### src/rtl/gapbrk_pkg.sv
package gapbrk_pkg;

  typedef enum logic [1:0] {
    GB_LOW   = 2'd0,
    GB_HIGH  = 2'd1,
    GB_BREAK = 2'd2
  } gb_phase_e;

  // widest tick target of the three windows
  function automatic int unsigned gb_max3(int unsigned a, int unsigned b, int unsigned c);
    int unsigned m;
    m = (a > b) ? a : b;
    return (m > c) ? m : c;
  endfunction

  // counter width able to hold every target value
  function automatic int unsigned gb_cnt_width(int unsigned a, int unsigned b, int unsigned c);
    return $clog2(gb_max3(a, b, c) + 1);
  endfunction

endpackage

### src/rtl/gapbrk_tick_cnt.sv
module gapbrk_tick_cnt #(
  parameter int unsigned CW = 4
) (
  input  logic          clk,
  input  logic          rst,
  input  logic          clr,
  input  logic          inc,
  output logic [CW-1:0] cnt
);

  localparam logic [CW-1:0] CNT_TOP = {CW{1'b1}};

  function automatic logic [CW-1:0] sat_inc(logic [CW-1:0] v);
    return (v == CNT_TOP) ? v : v + 1'b1;
  endfunction

  always_ff @(posedge clk) begin
    if (rst || clr) cnt <= '0;
    else if (inc)   cnt <= sat_inc(cnt);
  end

  // saturation instead of wrap keeps a passed target from recurring
  p_no_wrap_r6: assert property (@(posedge clk) disable iff (rst)
    (inc && !clr && cnt == CNT_TOP) |=> (cnt == CNT_TOP));

endmodule

### src/rtl/gapbrk_req_latch.sv
module gapbrk_req_latch (
  input  logic clk,
  input  logic rst,
  input  logic strobe,
  input  logic consume,
  output logic pend_q,
  output logic pend_eff
);

  // a strobe is visible in the cycle it arrives
  assign pend_eff = pend_q | strobe;

  always_ff @(posedge clk) begin
    if (rst || consume) pend_q <= 1'b0;
    else if (strobe)    pend_q <= 1'b1;
  end

  p_consume_clears_r8: assert property (@(posedge clk) disable iff (rst)
    consume |=> !pend_q);

endmodule

### src/rtl/gapbrk_seq.sv
module gapbrk_seq
  import gapbrk_pkg::*;
#(
  parameter int unsigned LOW_TICKS   = 10,
  parameter int unsigned HIGH_TICKS  = 4,
  parameter int unsigned BREAK_TICKS = 10,
  parameter int unsigned CW          = 4
) (
  input  logic          clk,
  input  logic          rst,
  input  logic          tick,
  input  logic          line,
  input  logic          pkt_done,
  input  logic          pend_eff,
  input  logic [CW-1:0] cnt,
  output logic          cnt_clr,
  output logic          cnt_inc,
  output logic          consume,
  output logic          drv_n,
  output logic          busy,
  output logic          done
);

  localparam logic [CW-1:0] LOW_LAST   = CW'(LOW_TICKS - 1);
  localparam logic [CW-1:0] HIGH_LAST  = CW'(HIGH_TICKS - 1);
  localparam logic [CW-1:0] BREAK_LAST = CW'(BREAK_TICKS - 1);

  gb_phase_e phase, phase_nxt;
  logic      hi_seen, hi_seen_nxt;
  logic      done_nxt;

  // named events for the checks
  logic low_ok, high_qual, brk_start, brk_end, hi_restart, full_restart;

  always_comb begin
    phase_nxt    = phase;
    hi_seen_nxt  = hi_seen;
    cnt_clr      = 1'b0;
    cnt_inc      = 1'b0;
    consume      = 1'b0;
    done_nxt     = 1'b0;
    low_ok       = 1'b0;
    high_qual    = 1'b0;
    brk_start    = 1'b0;
    brk_end      = 1'b0;
    hi_restart   = 1'b0;
    full_restart = 1'b0;
    case (phase)
      GB_BREAK: begin
        if (tick) begin
          if (cnt == BREAK_LAST) begin
            brk_end   = 1'b1;
            phase_nxt = GB_LOW;
            cnt_clr   = 1'b1;
            consume   = 1'b1;
            done_nxt  = 1'b1;
          end else begin
            cnt_inc = 1'b1;
          end
        end
      end
      default: begin
        if (pkt_done) begin
          phase_nxt   = GB_LOW;
          cnt_clr     = 1'b1;
          hi_seen_nxt = 1'b0;
        end else if (tick) begin
          if (phase == GB_LOW) begin
            if (line) begin
              cnt_clr = 1'b1;
            end else if (cnt == LOW_LAST) begin
              low_ok      = 1'b1;
              phase_nxt   = GB_HIGH;
              cnt_clr     = 1'b1;
              hi_seen_nxt = 1'b0;
            end else begin
              cnt_inc = 1'b1;
            end
          end else begin
            if (!line) begin
              cnt_clr     = 1'b1;
              hi_seen_nxt = 1'b0;
              if (hi_seen) hi_restart = 1'b1;
              else begin
                full_restart = 1'b1;
                phase_nxt    = GB_LOW;
              end
            end else begin
              hi_seen_nxt = 1'b1;
              high_qual   = (cnt == HIGH_LAST);
              if (high_qual && pend_eff) begin
                brk_start = 1'b1;
                phase_nxt = GB_BREAK;
                cnt_clr   = 1'b1;
              end else begin
                cnt_inc = 1'b1;
              end
            end
          end
        end
      end
    endcase
  end

  always_ff @(posedge clk) begin
    if (rst) begin
      phase   <= GB_LOW;
      hi_seen <= 1'b0;
      drv_n   <= 1'b1;
      busy    <= 1'b0;
      done    <= 1'b0;
    end else begin
      phase   <= phase_nxt;
      hi_seen <= hi_seen_nxt;
      drv_n   <= (phase_nxt != GB_BREAK);
      busy    <= (phase_nxt == GB_BREAK);
      done    <= done_nxt;
    end
  end

  // the line is only pulled on a tick with a pending request
  p_start_needs_req_r3: assert property (@(posedge clk) disable iff (rst)
    $fell(drv_n) |-> $past(tick && pend_eff && line));

  // release coincides with the completion pulse
  p_release_done_r7: assert property (@(posedge clk) disable iff (rst)
    $rose(drv_n) |-> done);

  // the break counter never passes its target while driving
  p_break_len_r7: assert property (@(posedge clk) disable iff (rst)
    busy |-> (cnt < CW'(BREAK_TICKS)));

  // packet activity outside a break returns to the low search
  p_pkt_restart_r9: assert property (@(posedge clk) disable iff (rst)
    (pkt_done && phase != GB_BREAK) |=> (phase == GB_LOW && drv_n));

  // without a tick or packet pulse the phase stays put
  p_tick_only_r10: assert property (@(posedge clk) disable iff (rst)
    (!tick && !pkt_done) |=> $stable(phase));

  // a low first sample of the high window leaves the line released
  p_full_restart_r5: assert property (@(posedge clk) disable iff (rst)
    full_restart |=> (phase == GB_LOW && drv_n));

endmodule

### src/rtl/gapbrk_top.sv
module gapbrk_top #(
  parameter int unsigned LOW_TICKS   = 10,
  parameter int unsigned HIGH_TICKS  = 4,
  parameter int unsigned BREAK_TICKS = 10
) (
  input  logic clk,
  input  logic rst,
  input  logic tick,
  input  logic line_in,
  input  logic brk_req,
  input  logic pkt_done,
  output logic line_drv_n,
  output logic brk_busy,
  output logic brk_done
);

  localparam int unsigned CW =
    gapbrk_pkg::gb_cnt_width(LOW_TICKS, HIGH_TICKS, BREAK_TICKS);

  logic [CW-1:0] cnt;
  logic          cnt_clr, cnt_inc;
  logic          pend_q, pend_eff, consume;

  gapbrk_tick_cnt #(.CW(CW)) u_cnt (
    .clk (clk),
    .rst (rst),
    .clr (cnt_clr),
    .inc (cnt_inc),
    .cnt (cnt)
  );

  gapbrk_req_latch u_req (
    .clk      (clk),
    .rst      (rst),
    .strobe   (brk_req),
    .consume  (consume),
    .pend_q   (pend_q),
    .pend_eff (pend_eff)
  );

  gapbrk_seq #(
    .LOW_TICKS   (LOW_TICKS),
    .HIGH_TICKS  (HIGH_TICKS),
    .BREAK_TICKS (BREAK_TICKS),
    .CW          (CW)
  ) u_seq (
    .clk      (clk),
    .rst      (rst),
    .tick     (tick),
    .line     (line_in),
    .pkt_done (pkt_done),
    .pend_eff (pend_eff),
    .cnt      (cnt),
    .cnt_clr  (cnt_clr),
    .cnt_inc  (cnt_inc),
    .consume  (consume),
    .drv_n    (line_drv_n),
    .busy     (brk_busy),
    .done     (brk_done)
  );

  // once a break completes no request survives
  p_done_clears_req_r8: assert property (@(posedge clk) disable iff (rst)
    brk_done |-> !pend_q);

  // first cycle after reset the line is released
  p_reset_release_r1: assert property (@(posedge clk)
    $past(rst) |-> (line_drv_n && !brk_busy && !brk_done));

endmodule

### config.mk
export PLATFORM = sky130hd
export DESIGN_NAME = gapbrk_top
export DESIGN_NICKNAME = d
export VERILOG_FILES = /design/src/rtl/gapbrk_pkg.sv /design/src/rtl/gapbrk_tick_cnt.sv /design/src/rtl/gapbrk_req_latch.sv /design/src/rtl/gapbrk_seq.sv /design/src/rtl/gapbrk_top.sv
export SDC_FILE = /design/constraint.sdc
export NUM_CORES = 1
export LEC_CHECK = 0
export BUFFER_PORTS_ARGS = -buffer_cell sky130_fd_sc_hd__buf_2
export CAP_MARGIN = 15
export CORE_MARGIN = 4
export CORE_UTILIZATION = 48
export DETAILED_ROUTE_END_ITERATION = 16
export MAX_ROUTING_LAYER = met4
export PLACE_DENSITY = 0.71
export SETUP_SLACK_MARGIN = 0.02
export SYNTH_ARGS = -nofsm -noshare
export SYNTH_HDL_FRONTEND = slang
export SYNTH_SLANG_ARGS = --single-unit
export TNS_END_PERCENT = 50
### constraint.sdc
create_clock -name clk -period 1.8 [get_ports clk]
set_input_delay 0.18 -clock clk [delete_from_list [all_inputs] [get_ports clk]]
set_output_delay 0.18 -clock clk [all_outputs]
set_load 0.02 [all_outputs]
==> reports/qor.txt <==
row cnt = 13
switching share of power = 24.4%
CTS buffer count = 3
Peak Freq = 581 MHz
Yosys top cell area share = 33.6%
fillers = 115
CP max-delay cell = or4_4
Setup Skew = 5.41 ps
nets = 102
Crit Path Max Fanout = 6
TritonCTS clock tree = built
Port-buffer cells = 8
unrepaired setup endpoints after global routing = true
Final Critical Period = 1720 ps
initial cell density of the core = 50.4%
Hold Buf Count CTS = 0
post-synthesis sequential area ratio = 33.6%
Comb pwr share = 11.1%
largest cells by area after synthesis = dfxtp_1 34%, a211oi_1 5.7%, ha_1 3.8%
total global routing overflow = 0
share of cells above drive strength 1 = 33.3%
clock power share = 36.2%
M1 WL = 684 um
largest net degree at the start of global routing = 10
worst IR drop on VDD = 0.368 mV
sequential group share of total power = 52.7%
DRT Pass-1 Iters = 4
setup TNS = 0 ps
Finished Layout Cells = 108
Least-Margin Pin Slew = 347 ps
post-DP HPWL = 1060 um
#FFs+latches synth = 11
post-route ant nets = 0
Tot GR Track Use = 16.5%
Crit path max-delay family = simple AND/OR/NAND/NOR gates
leakage = 0.311 nW
# DRC = 0
clk buf depth = 2
first-iteration detailed-routing DRC count = 25
Pins Over Slew Limit = 0
drt via density = 5.86
Arrival @ worst endpoint = 1900 ps
full die area = 2020 um^2
Ports = 9
Antenna Cells = 0
routed len/inst = 13.1 um
biggest area consumer among synthesized cells = dfxtp_1
Final Setup Violations = 0
FF+latch area = 228 um^2
final instance area = 810 um^2
RD Place Congestion = 0.850
post-CTS setup buffers = 0
critical path required time = 1980 ps
Post-Place Cells = 104
clk sinks = 11
clock slew at reported path FFs = 70 ps
Yosys Warn Count = 0
DR WL met3 = 102 um
metal2 WL = 602 um
Mapped Area = 656 um^2
synth-to-layout area growth = 23.5%
die width = 45.0 um
Distinct cells, synth = 34
relative slew slack = 76.8%
max incr delay on CP = 450 ps
die height = 45.0 um
H-tree depth = 1
global-route wire length before repair = 2350 um
syn_nets = 87
Cell Pwr Density = 575 nW/um^2
initial antenna violation count = 0
Worst setup EP type = flip-flop
Multi-input gate area = 429 um^2
clk_lat worst skew = 270 ps
post-route clock period utilization = 95.6%
Cell Chain, Critical Path = inv_2 > ha_1 > and3b_2 > or4_4 > a21o_1 > a211oi_1
final wirelength = 1410 um
core area = 1300 um^2
placed inst area = 758 um^2
max_cap viols = 0
Worst setup SP type = flip-flop
highest metal used = met4
root buffer cell = clkbuf_4
outcome = finished clean
Synth Instances = 79
hold slack = 124 ps
Setup CP Type = reg -> reg
routed vias = 633
hold crit path type = in -> reg
P_int = 0.352 mW
vias in the first global route = 563
synthesized area per cell = 8.30 um^2
Hold Vio Cnt, Final = 0
Design Power = 0.466 mW
Sw Pwr = 0.113 mW
CP bufs+invs = 1
## layer usage
| metal | vias to the layer above | track usage, % |
|---|---|---|
| met5 | - | - |
| met4 | 0 | 9.94 |
| met3 | 2 | 3.59 |
| met2 | 21 | 22.6 |
| met1 | 288 | 21.8 |
| li1 | 322 | - |
## timing repair
action,in CTS,in global routing
resized for setup,0,5
hold endpoints to repair,0,0
endpoints found under the setup margin,0,3
## flip-flops by register name, summed over array words and instances, names as in the netlist
name / cells
u_cnt.cnt: 4
u_req.pend_q: 1
u_seq.busy: 1
u_seq.done: 1
u_seq.drv_n: 1
u_seq.hi_seen: 1
u_seq.phase: 2
## worst paths after layout
kind / startpoint / to / slack, ps / cells past startpoint
max: u_cnt.cnt[1] / u_cnt.cnt[0] / 80 / 6
min: rst / u_seq.phase[0] / 120 / 2
max reg2reg: u_cnt.cnt[1] / u_cnt.cnt[0] / 80 / 6
min reg2reg: u_seq.hi_seen / u_seq.hi_seen / 530 / 2
## cell usage after synthesis
| library cell | number |
|---|---|
| a2111oi_2 | 1 |
| a211o_2 | 1 |
| a211oi_1 | 5 |
| a21o_1 | 2 |
| a21oi_1 | 4 |
| a31o_2 | 1 |
| a32oi_1 | 1 |
| a41oi_1 | 1 |
| and3_1 | 2 |
| and3_2 | 1 |
| and3b_1 | 1 |
| buf_2 | 2 |
| buf_6 | 1 |
| clkbuf_1 | 2 |
| dfxtp_1 | 11 |
| ha_1 | 2 |
| inv_1 | 4 |
| nand2_1 | 3 |
| nand2b_1 | 1 |
| nand3_1 | 4 |
| nand4b_1 | 1 |
| nor2_1 | 6 |
| nor2b_1 | 3 |
| nor3_1 | 3 |
| nor3b_1 | 1 |
| nor4_1 | 3 |
| nor4b_1 | 1 |
| o211a_1 | 1 |
| o21ai_0 | 5 |
| o21ba_2 | 1 |
| or2_0 | 1 |
| or2b_1 | 1 |
| or3_1 | 1 |
| or4_4 | 1 |
## kinds of logic after synthesis
family,synth area share [%]
flops,33.6
buf+inv,6.68
simple gates,30.2
fa+ha+maj,3.82
compound gates,25.8
## per-stage QoR
step / utilization (%) / setup slack [ps]
2_1_floorplan: - / 102
6_report: 62.2 / 79.7
3_5_place_dp: 58.3 / 55.7
5_1_grt: 62.2 / 3.09
4_1_cts: 60.3 / 30.8
3_3_place_gp: 58.3 / 78.7
## cell type report
class	count	area share [%]
repair buffers	15	11.4
clock buffers	4	3.25
inverters	4	1.85
multi-input cells	59	53.0
well taps	15	2.32
flip-flops and latches	11	28.1
## layout by cell type (no fill, tap or decap), types with 2 or more instances in the layout
cell type  n
dfxtp_1    9
buf_2      8
buf_4      7
nor2_1     6
o21ai_0    5
a211oi_1   5
a21oi_1    4
nand3_1    4
inv_1      3
nor2b_1    3
nand2_1    3
nor3_1     3
clkbuf_4   3
a21o_1     2
nor4_1     2
dfxtp_4    2
## power groups by stage
stage	logic, mW	clock network [mW]	registers (mW)
2_1_floorplan	0.0301	0	0.253
3_3_place_gp	0.0488	0	0.253
3_5_place_dp	0.0475	0	0.253
4_1_cts	0.0478	0.174	0.248
5_1_grt	0.0563	0.182	0.245
6_report	0.0516	0.169	0.245
Power figures use the tool's default switching activity.
